## src/rtl/mprx_pkg.sv

```systemverilog
package mprx_pkg;
  typedef enum logic [0:0] {
    RX_IDLE = 1'b0,
    RX_RUN  = 1'b1
  } rx_state_e;

  localparam int VOTE_TAPS = 3;
endpackage

```

## src/rtl/mprx_sync.sv

```systemverilog
module mprx_sync #(
  parameter int STAGES = 2
) (
  input  logic clk,
  input  logic rst_n,
  input  logic d,
  output logic q
);
  logic [STAGES-1:0] chain;

  generate
    if (STAGES == 1) begin : g_one
      always_ff @(posedge clk or negedge rst_n) begin
        if (!rst_n) chain <= 1'b1;
        else        chain <= d;
      end
    end else begin : g_many
      always_ff @(posedge clk or negedge rst_n) begin
        if (!rst_n) chain <= '1;
        else        chain <= {chain[STAGES-2:0], d};
      end
    end
  endgenerate

  assign q = chain[STAGES-1];
endmodule

```

## src/rtl/mprx_sampler.sv

```systemverilog
module mprx_sampler
  import mprx_pkg::*;
#(
  parameter int DATA_W  = 8,
  parameter int OS_RATE = 16
) (
  input  logic              clk,
  input  logic              rst_n,
  input  logic              os_tick,
  input  logic              rx_s,
  input  logic              mp_mode,
  output logic              done,
  output logic [DATA_W-1:0] data,
  output logic              mp_bit,
  output logic              stop_ok
);
  localparam int PH_W     = $clog2(OS_RATE);
  localparam int MID      = OS_RATE / 2;
  localparam int BIT_W    = $clog2(DATA_W + 3);
  localparam int MP_IDX   = DATA_W + 1;
  localparam int STOP_MP  = DATA_W + 2;
  localparam int STOP_STD = DATA_W + 1;

  rx_state_e        state;
  logic [PH_W-1:0]  phase;
  logic [BIT_W-1:0] bit_idx;
  logic [1:0]       ones;
  logic [1:0]       ones_nx;
  logic             in_window;
  logic             decide;
  logic             bit_val;
  logic [BIT_W-1:0] stop_idx;

  always_comb begin
    in_window = (phase >= PH_W'(MID - 1)) && (phase <= PH_W'(MID + 1));
    ones_nx   = ones + 2'(in_window & rx_s);
    bit_val   = (ones_nx >= 2'(VOTE_TAPS / 2 + 1));
    decide    = (phase == PH_W'(MID + 1));
    stop_idx  = mp_mode ? BIT_W'(STOP_MP) : BIT_W'(STOP_STD);
  end

  always_ff @(posedge clk or negedge rst_n) begin
    if (!rst_n) begin
      state   <= RX_IDLE;
      phase   <= '0;
      bit_idx <= '0;
      ones    <= '0;
      done    <= 1'b0;
      data    <= '0;
      mp_bit  <= 1'b0;
      stop_ok <= 1'b0;
    end else begin
      done <= 1'b0;
      if (os_tick) begin
        case (state)
          RX_IDLE: begin
            if (!rx_s) begin
              state   <= RX_RUN;
              phase   <= PH_W'(1);
              bit_idx <= '0;
              ones    <= '0;
            end
          end
          RX_RUN: begin
            ones <= decide ? 2'd0 : ones_nx;
            if (phase == PH_W'(OS_RATE - 1)) begin
              phase   <= '0;
              bit_idx <= bit_idx + 1'b1;
            end else begin
              phase <= phase + 1'b1;
            end
            if (decide) begin
              if (bit_idx == '0) begin
                if (bit_val) state <= RX_IDLE;
              end else if (bit_idx == stop_idx) begin
                stop_ok <= bit_val;
                done    <= 1'b1;
                state   <= RX_IDLE;
                if (!mp_mode) mp_bit <= 1'b0;
              end else if (bit_idx == BIT_W'(MP_IDX)) begin
                mp_bit <= bit_val;
              end else begin
                data <= {bit_val, data[DATA_W-1:1]};
              end
            end
          end
          default: state <= RX_IDLE;
        endcase
      end
    end
  end
endmodule

```

## src/rtl/mprx_status.sv

```systemverilog
module mprx_status #(
  parameter int DATA_W = 8
) (
  input  logic              clk,
  input  logic              rst_n,
  input  logic              done,
  input  logic [DATA_W-1:0] ch_data,
  input  logic              ch_mp,
  input  logic              ch_stop_ok,
  input  logic              sync_mode,
  input  logic              mp_mode,
  input  logic              wake_wr,
  input  logic              wake_wdata,
  input  logic              rx_ie,
  input  logic              clr_full,
  input  logic              clr_ferr,
  input  logic              clr_oerr,
  output logic [DATA_W-1:0] rx_data,
  output logic              rx_full,
  output logic              frame_err,
  output logic              overrun_err,
  output logic              mpb_rx,
  output logic              wake_en,
  output logic              rx_irq,
  output logic              err_irq
);
  logic wake_live;
  logic accept;
  logic wake_hit;
  logic full_kept;
  logic irq_gate;

  always_comb begin
    wake_live = wake_en & mp_mode & ~sync_mode;
    accept    = done & ~(wake_live & ~ch_mp);
    wake_hit  = done & wake_live & ch_mp;
    full_kept = rx_full & ~clr_full;
    irq_gate  = rx_ie & ~wake_live;
    rx_irq    = irq_gate & rx_full;
    err_irq   = irq_gate & (frame_err | overrun_err);
  end

  always_ff @(posedge clk or negedge rst_n) begin
    if (!rst_n) begin
      rx_data     <= '0;
      rx_full     <= 1'b0;
      frame_err   <= 1'b0;
      overrun_err <= 1'b0;
      mpb_rx      <= 1'b0;
      wake_en     <= 1'b0;
    end else begin
      rx_full     <= accept | full_kept;
      frame_err   <= (accept & ~ch_stop_ok) | (frame_err & ~clr_ferr);
      overrun_err <= (accept & full_kept) | (overrun_err & ~clr_oerr);
      if (accept && !full_kept) rx_data <= ch_data;
      if (accept && mp_mode)    mpb_rx  <= ch_mp;
      if (wake_hit)             wake_en <= 1'b0;
      else if (wake_wr)         wake_en <= wake_wdata;
    end
  end
endmodule

```

## src/rtl/mprx_top.sv

```systemverilog
module mprx_top #(
  parameter int DATA_W      = 8,
  parameter int OS_RATE     = 16,
  parameter int SYNC_STAGES = 2
) (
  input  logic              clk,
  input  logic              rst_n,
  input  logic              os_tick,
  input  logic              rxd,
  input  logic              sync_mode,
  input  logic              mp_mode,
  input  logic              wake_wr,
  input  logic              wake_wdata,
  input  logic              rx_ie,
  input  logic              clr_full,
  input  logic              clr_ferr,
  input  logic              clr_oerr,
  output logic [DATA_W-1:0] rx_data,
  output logic              rx_full,
  output logic              frame_err,
  output logic              overrun_err,
  output logic              mpb_rx,
  output logic              wake_en,
  output logic              rx_irq,
  output logic              err_irq
);
  logic              rx_s;
  logic              ch_done;
  logic [DATA_W-1:0] ch_data;
  logic              ch_mp;
  logic              ch_stop_ok;

  mprx_sync #(.STAGES(SYNC_STAGES)) u_sync (
    .clk(clk), .rst_n(rst_n), .d(rxd), .q(rx_s)
  );

  mprx_sampler #(.DATA_W(DATA_W), .OS_RATE(OS_RATE)) u_samp (
    .clk(clk), .rst_n(rst_n), .os_tick(os_tick), .rx_s(rx_s),
    .mp_mode(mp_mode), .done(ch_done), .data(ch_data),
    .mp_bit(ch_mp), .stop_ok(ch_stop_ok)
  );

  mprx_status #(.DATA_W(DATA_W)) u_stat (
    .clk(clk), .rst_n(rst_n), .done(ch_done), .ch_data(ch_data),
    .ch_mp(ch_mp), .ch_stop_ok(ch_stop_ok), .sync_mode(sync_mode),
    .mp_mode(mp_mode), .wake_wr(wake_wr), .wake_wdata(wake_wdata),
    .rx_ie(rx_ie), .clr_full(clr_full), .clr_ferr(clr_ferr),
    .clr_oerr(clr_oerr), .rx_data(rx_data), .rx_full(rx_full),
    .frame_err(frame_err), .overrun_err(overrun_err), .mpb_rx(mpb_rx),
    .wake_en(wake_en), .rx_irq(rx_irq), .err_irq(err_irq)
  );
endmodule

```

## config.mk

```make
export PLATFORM = sky130hd
export DESIGN_NAME = mprx_top
export DESIGN_NICKNAME = d
export VERILOG_FILES = /design/src/rtl/mprx_pkg.sv /design/src/rtl/mprx_sync.sv /design/src/rtl/mprx_sampler.sv /design/src/rtl/mprx_status.sv /design/src/rtl/mprx_top.sv
export SDC_FILE = /design/constraint.sdc
export NUM_CORES = 1
export LEC_CHECK = 0
export ABC_AREA = 1
export BUFFER_PORTS_ARGS = -buffer_cell sky130_fd_sc_hd__buf_4
export CAP_MARGIN = 30
export CORE_UTILIZATION = 59
export CTS_CLUSTER_SIZE = 16
export DETAILED_ROUTE_END_ITERATION = 10
export GPL_TIMING_DRIVEN = 1
export PLACE_DENSITY = 0.82
export SLEW_MARGIN = 15
export SYNTH_ARGS = -nofsm -noshare
export SYNTH_HDL_FRONTEND = slang
export SYNTH_SLANG_ARGS = --single-unit
export TNS_END_PERCENT = 10
```

## constraint.sdc

```tcl
create_clock -name clk -period 3.2 [get_ports clk]
set_clock_uncertainty 0.15 [all_clocks]
set_input_delay 0.48 -clock clk [delete_from_list [all_inputs] [get_ports clk]]
set_output_delay 0.48 -clock clk [all_outputs]
set_load 0.05 [all_outputs]
```

==> metrics.md <==
| Metric | Value |
|---|---|
| Vias in the first global route | 1401 |
| PortBufs | 26 |
| Int Power | between 0.7 and 0.8 mW |
| Fin. max-slew vios | 0 |
| Min-delay src | rxd |
| Commonest non-fill, non-tap cell in the layout | nand2_1 |
| FF-to-FF path depth | 11 |
| Combinational Power Share | a little over a fifth |
| Placed cells | 270 |
| Initial Util | between 60% and 70% |
| Worst skew pair latency | about 350 ps |
| Syn avg cell area | ~8.3 um^2 |
| Fmax | around 470 MHz |
| Mapped cell area | 1790 um^2 |
| Critical Path End Type | flop |
| Via count | ~1400 |
| Crit Path Category | reg -> reg |
| CTS buffer count | 5 |
| Hold crit path type | in -> reg |
| GRT Resource Usage Total | 24.4% |
| Setup tns final | 0 ps |
| Commonest cells after routing, fill and taps aside | 70 x nand2_1, 35 x dfrtp_1, 27 x inv_1 |
| Crit. Startpoint | u_samp.phase[0] |
| Inserted Diodes | 0 |
| # IOs | 27 |
| Status | finished with violations |
| Cell at the root of the clock tree | clkbuf_4 |
| Die ar. | between 3000 and 4000 um^2 |
| Sw power | 0.368 mW |
| Final Setup Violations | 0 |
| Die Wd | 57.1 um |
| Core Region | roughly 2800 um^2 |
| Post-synth top area share | between 40 and 50% |
| Clk buf depth | 2 |
| Ratio of cells with drive above 1 in the final layout | a little under a fifth |
| First-pass GRT wire length | roughly 5900 um |
| Nets | 266 |
| Worst r2r src | u_samp.phase[0] |
| DP HPWL | 2350 um |
| Critical Path AT | ~2300 ps |
| RSZ-0062 raised after global routing | no |
| # clock sinks | 37 |
| Clk network pwr share | between 20 and 30% |
| Post-CTS Setup Inserts | 0 |
| Drt initial violations | 35 |
| Routed Antenna Nets | 0 |
| P&R area growth vs syn | 17.2% |
| Max-cap viol count | 0 |
| Layout Cells excl Fill | ~280 |
| Pin count of the biggest net entering global routing | 38 |
| Final hold vios | 0 |
| Initial antenna violation count | 0 |
| Least-Margin Pin Slew | between 500 and 600 ps |
| Leakage | about 1.1 nW |
| Crit-path max FO | 6 |
| Met2 Resource Use GR | a little over 40% |
| Vias per cell | just over 5 |
| Hold Path Depth | 1 |
| Clk pin slew, worst setup/hold paths | around 110 ps |
| Number of synthesized register bits | 37 |
| Part of the cycle the worst path needs | around two thirds |
| Row count | 19 |
| Grt total ovfl | 0 |
| Post-Syn Nets | roughly 230 |
| Cell area power density | between 500 and 600 nW/um^2 |
| Slew HR | about 66% |
| CTS tree | built |
| Dominant cell type by area after synthesis | dfrtp_1 |
| Die Height | around 57 um |
| Top Usage Layer GRT | met2 |
| H-tree levels | 2 |
| Drt wl/cell | 11.6 um |
| Mapped Cells | about 220 |
| Worst vdd ir | just over 0.4 mV |
| Critical path launch point type | flop |
| Drc violations | 6 |
| Register area share after synthesis | around half |
| Min Hold Slack | 79.7 ps |
| Ys Warns | 0 |
| Final critical-path required period | 2130 ps |
| Met1 usage | 29.0% |
| DRT Pass-1 Iters | 9 |
| GR Layer Usage met3 | around 5.4% |
| Final WL | around 3200 um |
| GP Congestion | a little under 0.9 |
| Flop pwr share | 51.0% |
| Synth cell types | 29 |
| CP Data Required Time | between 3000 and 4000 ps |
| Sw Share | 32.3% |
| Area contributors post-synth | dfrtp_1 49%, nand2_1 15%, inv_1 5.7%, ha_1 4.9%, o21ai_0 4.2% |
| Failing checks | design-rule violations |
## worst max-delay path, cell delays in order (launching register included)
cell and delay, ps:
dfrtp_1 450, ha_1 230, nand2_1 90, inv_1 40, o21ai_0 140, a21oi_1 60, ha_1 210, xnor2_1 390
nor2_1 100, nand2_1 70, nand3_1 50, o21ai_0 70
## cell families (layout without fill, tap and decap cells)
kind of cell	after synthesis	after routing	synth area share (%)
AND/OR/NAND/NOR	104	104	25.0
flip-flops	37	37	51.8
buffers and inverters	34	67	7.47
AO/OA/AOI/OAI	30	30	9.36
adder cells (fa/ha/maj)	7	7	4.89
XOR/XNOR	3	3	1.47
## area by class of cell
| cell class | instances | area [um^2] |
|---|---|---|
| clock buffer | 6 | 41.3 |
| clock inverter | 2 | 35.0 |
| fill | 235 | 706 |
| inverter | 32 | 121 |
| multi-input combinational | 144 | 729 |
| sequential | 37 | 928 |
| tap | 31 | 38.8 |
| timing repair buffer | 27 | 205 |
## registers in the layout (all words and copies together) (netlist names)
signal / cells
u_samp.bit_idx: 4
u_samp.data: 8
u_samp.state: 1
u_stat.wake_en: 1
u_stat.rx_data: 8
u_stat.rx_full: 1
u_stat.frame_err: 1
u_stat.mpb_rx: 1
u_samp.mp_bit: 1
u_samp.stop_ok: 1
u_samp.ones: 2
u_sync.chain: 2
u_stat.overrun_err: 1
u_samp.done: 1
u_samp.phase: 4
## metrics by stage
stage / worst slack, ps / util, % / total power, mW / instance area [um^2]
floorplan: 953 / - / 0.759 / 1790
global placement: 1200 / 71.8 / 0.817 / 2010
detailed placement: 1060 / 71.8 / 0.826 / 2010
CTS: 1040 / 74.8 / 1.15 / 2100
global route: 840 / 74.8 / 1.22 / 2100
finish: 1070 / 74.8 / 1.14 / 2100
## power groups by stage
stage / Combinational (mW) / Clock [mW] / Sequential [mW]
3_3_place_gp: 0.230 / 0 / 0.587
3_5_place_dp: 0.237 / 0 / 0.589
6_report: 0.238 / 0.321 / 0.581
5_1_grt: 0.282 / 0.347 / 0.592
2_1_floorplan: 0.186 / 0 / 0.573
4_1_cts: 0.240 / 0.328 / 0.580
## synthesized netlist by cell type (all sizes together)
master,instances
nand3b,1
xor2,2
dfstp,2
o21ai,20
a32o,1
nand2,71
o22ai,2
buf,2
clkinv,2
nand4,1
nor2,21
ha,7
xnor2,1
a21oi,6
dfrtp,35
o31ai,1
nand3,9
inv,30
or2,1
## final timing paths
path	to	slack, ps
worst max-delay path	u_samp.state	1070
worst min-delay path	u_sync.chain[0]	80
worst max register to register	u_samp.state	1070
worst min register to register	u_sync.chain[1]	210
max in group asynchronous	u_sync.chain[0]	2090
min in group asynchronous	u_samp.bit_idx[2]	460
## per-layer routing
metal / up-vias / wire [um]
li1: 730 / -
met1: 662 / 1520
met2: 30 / 1510
met3: 5 / 138
met4: 0 / 62
met5: - / 0
## timing repair
item                                   in CTS  in global routing
hold buffers                                1                  0
endpoints found under the hold margin      35                  0
resized for setup                           0                  0
Power figures use the tool's default switching activity.
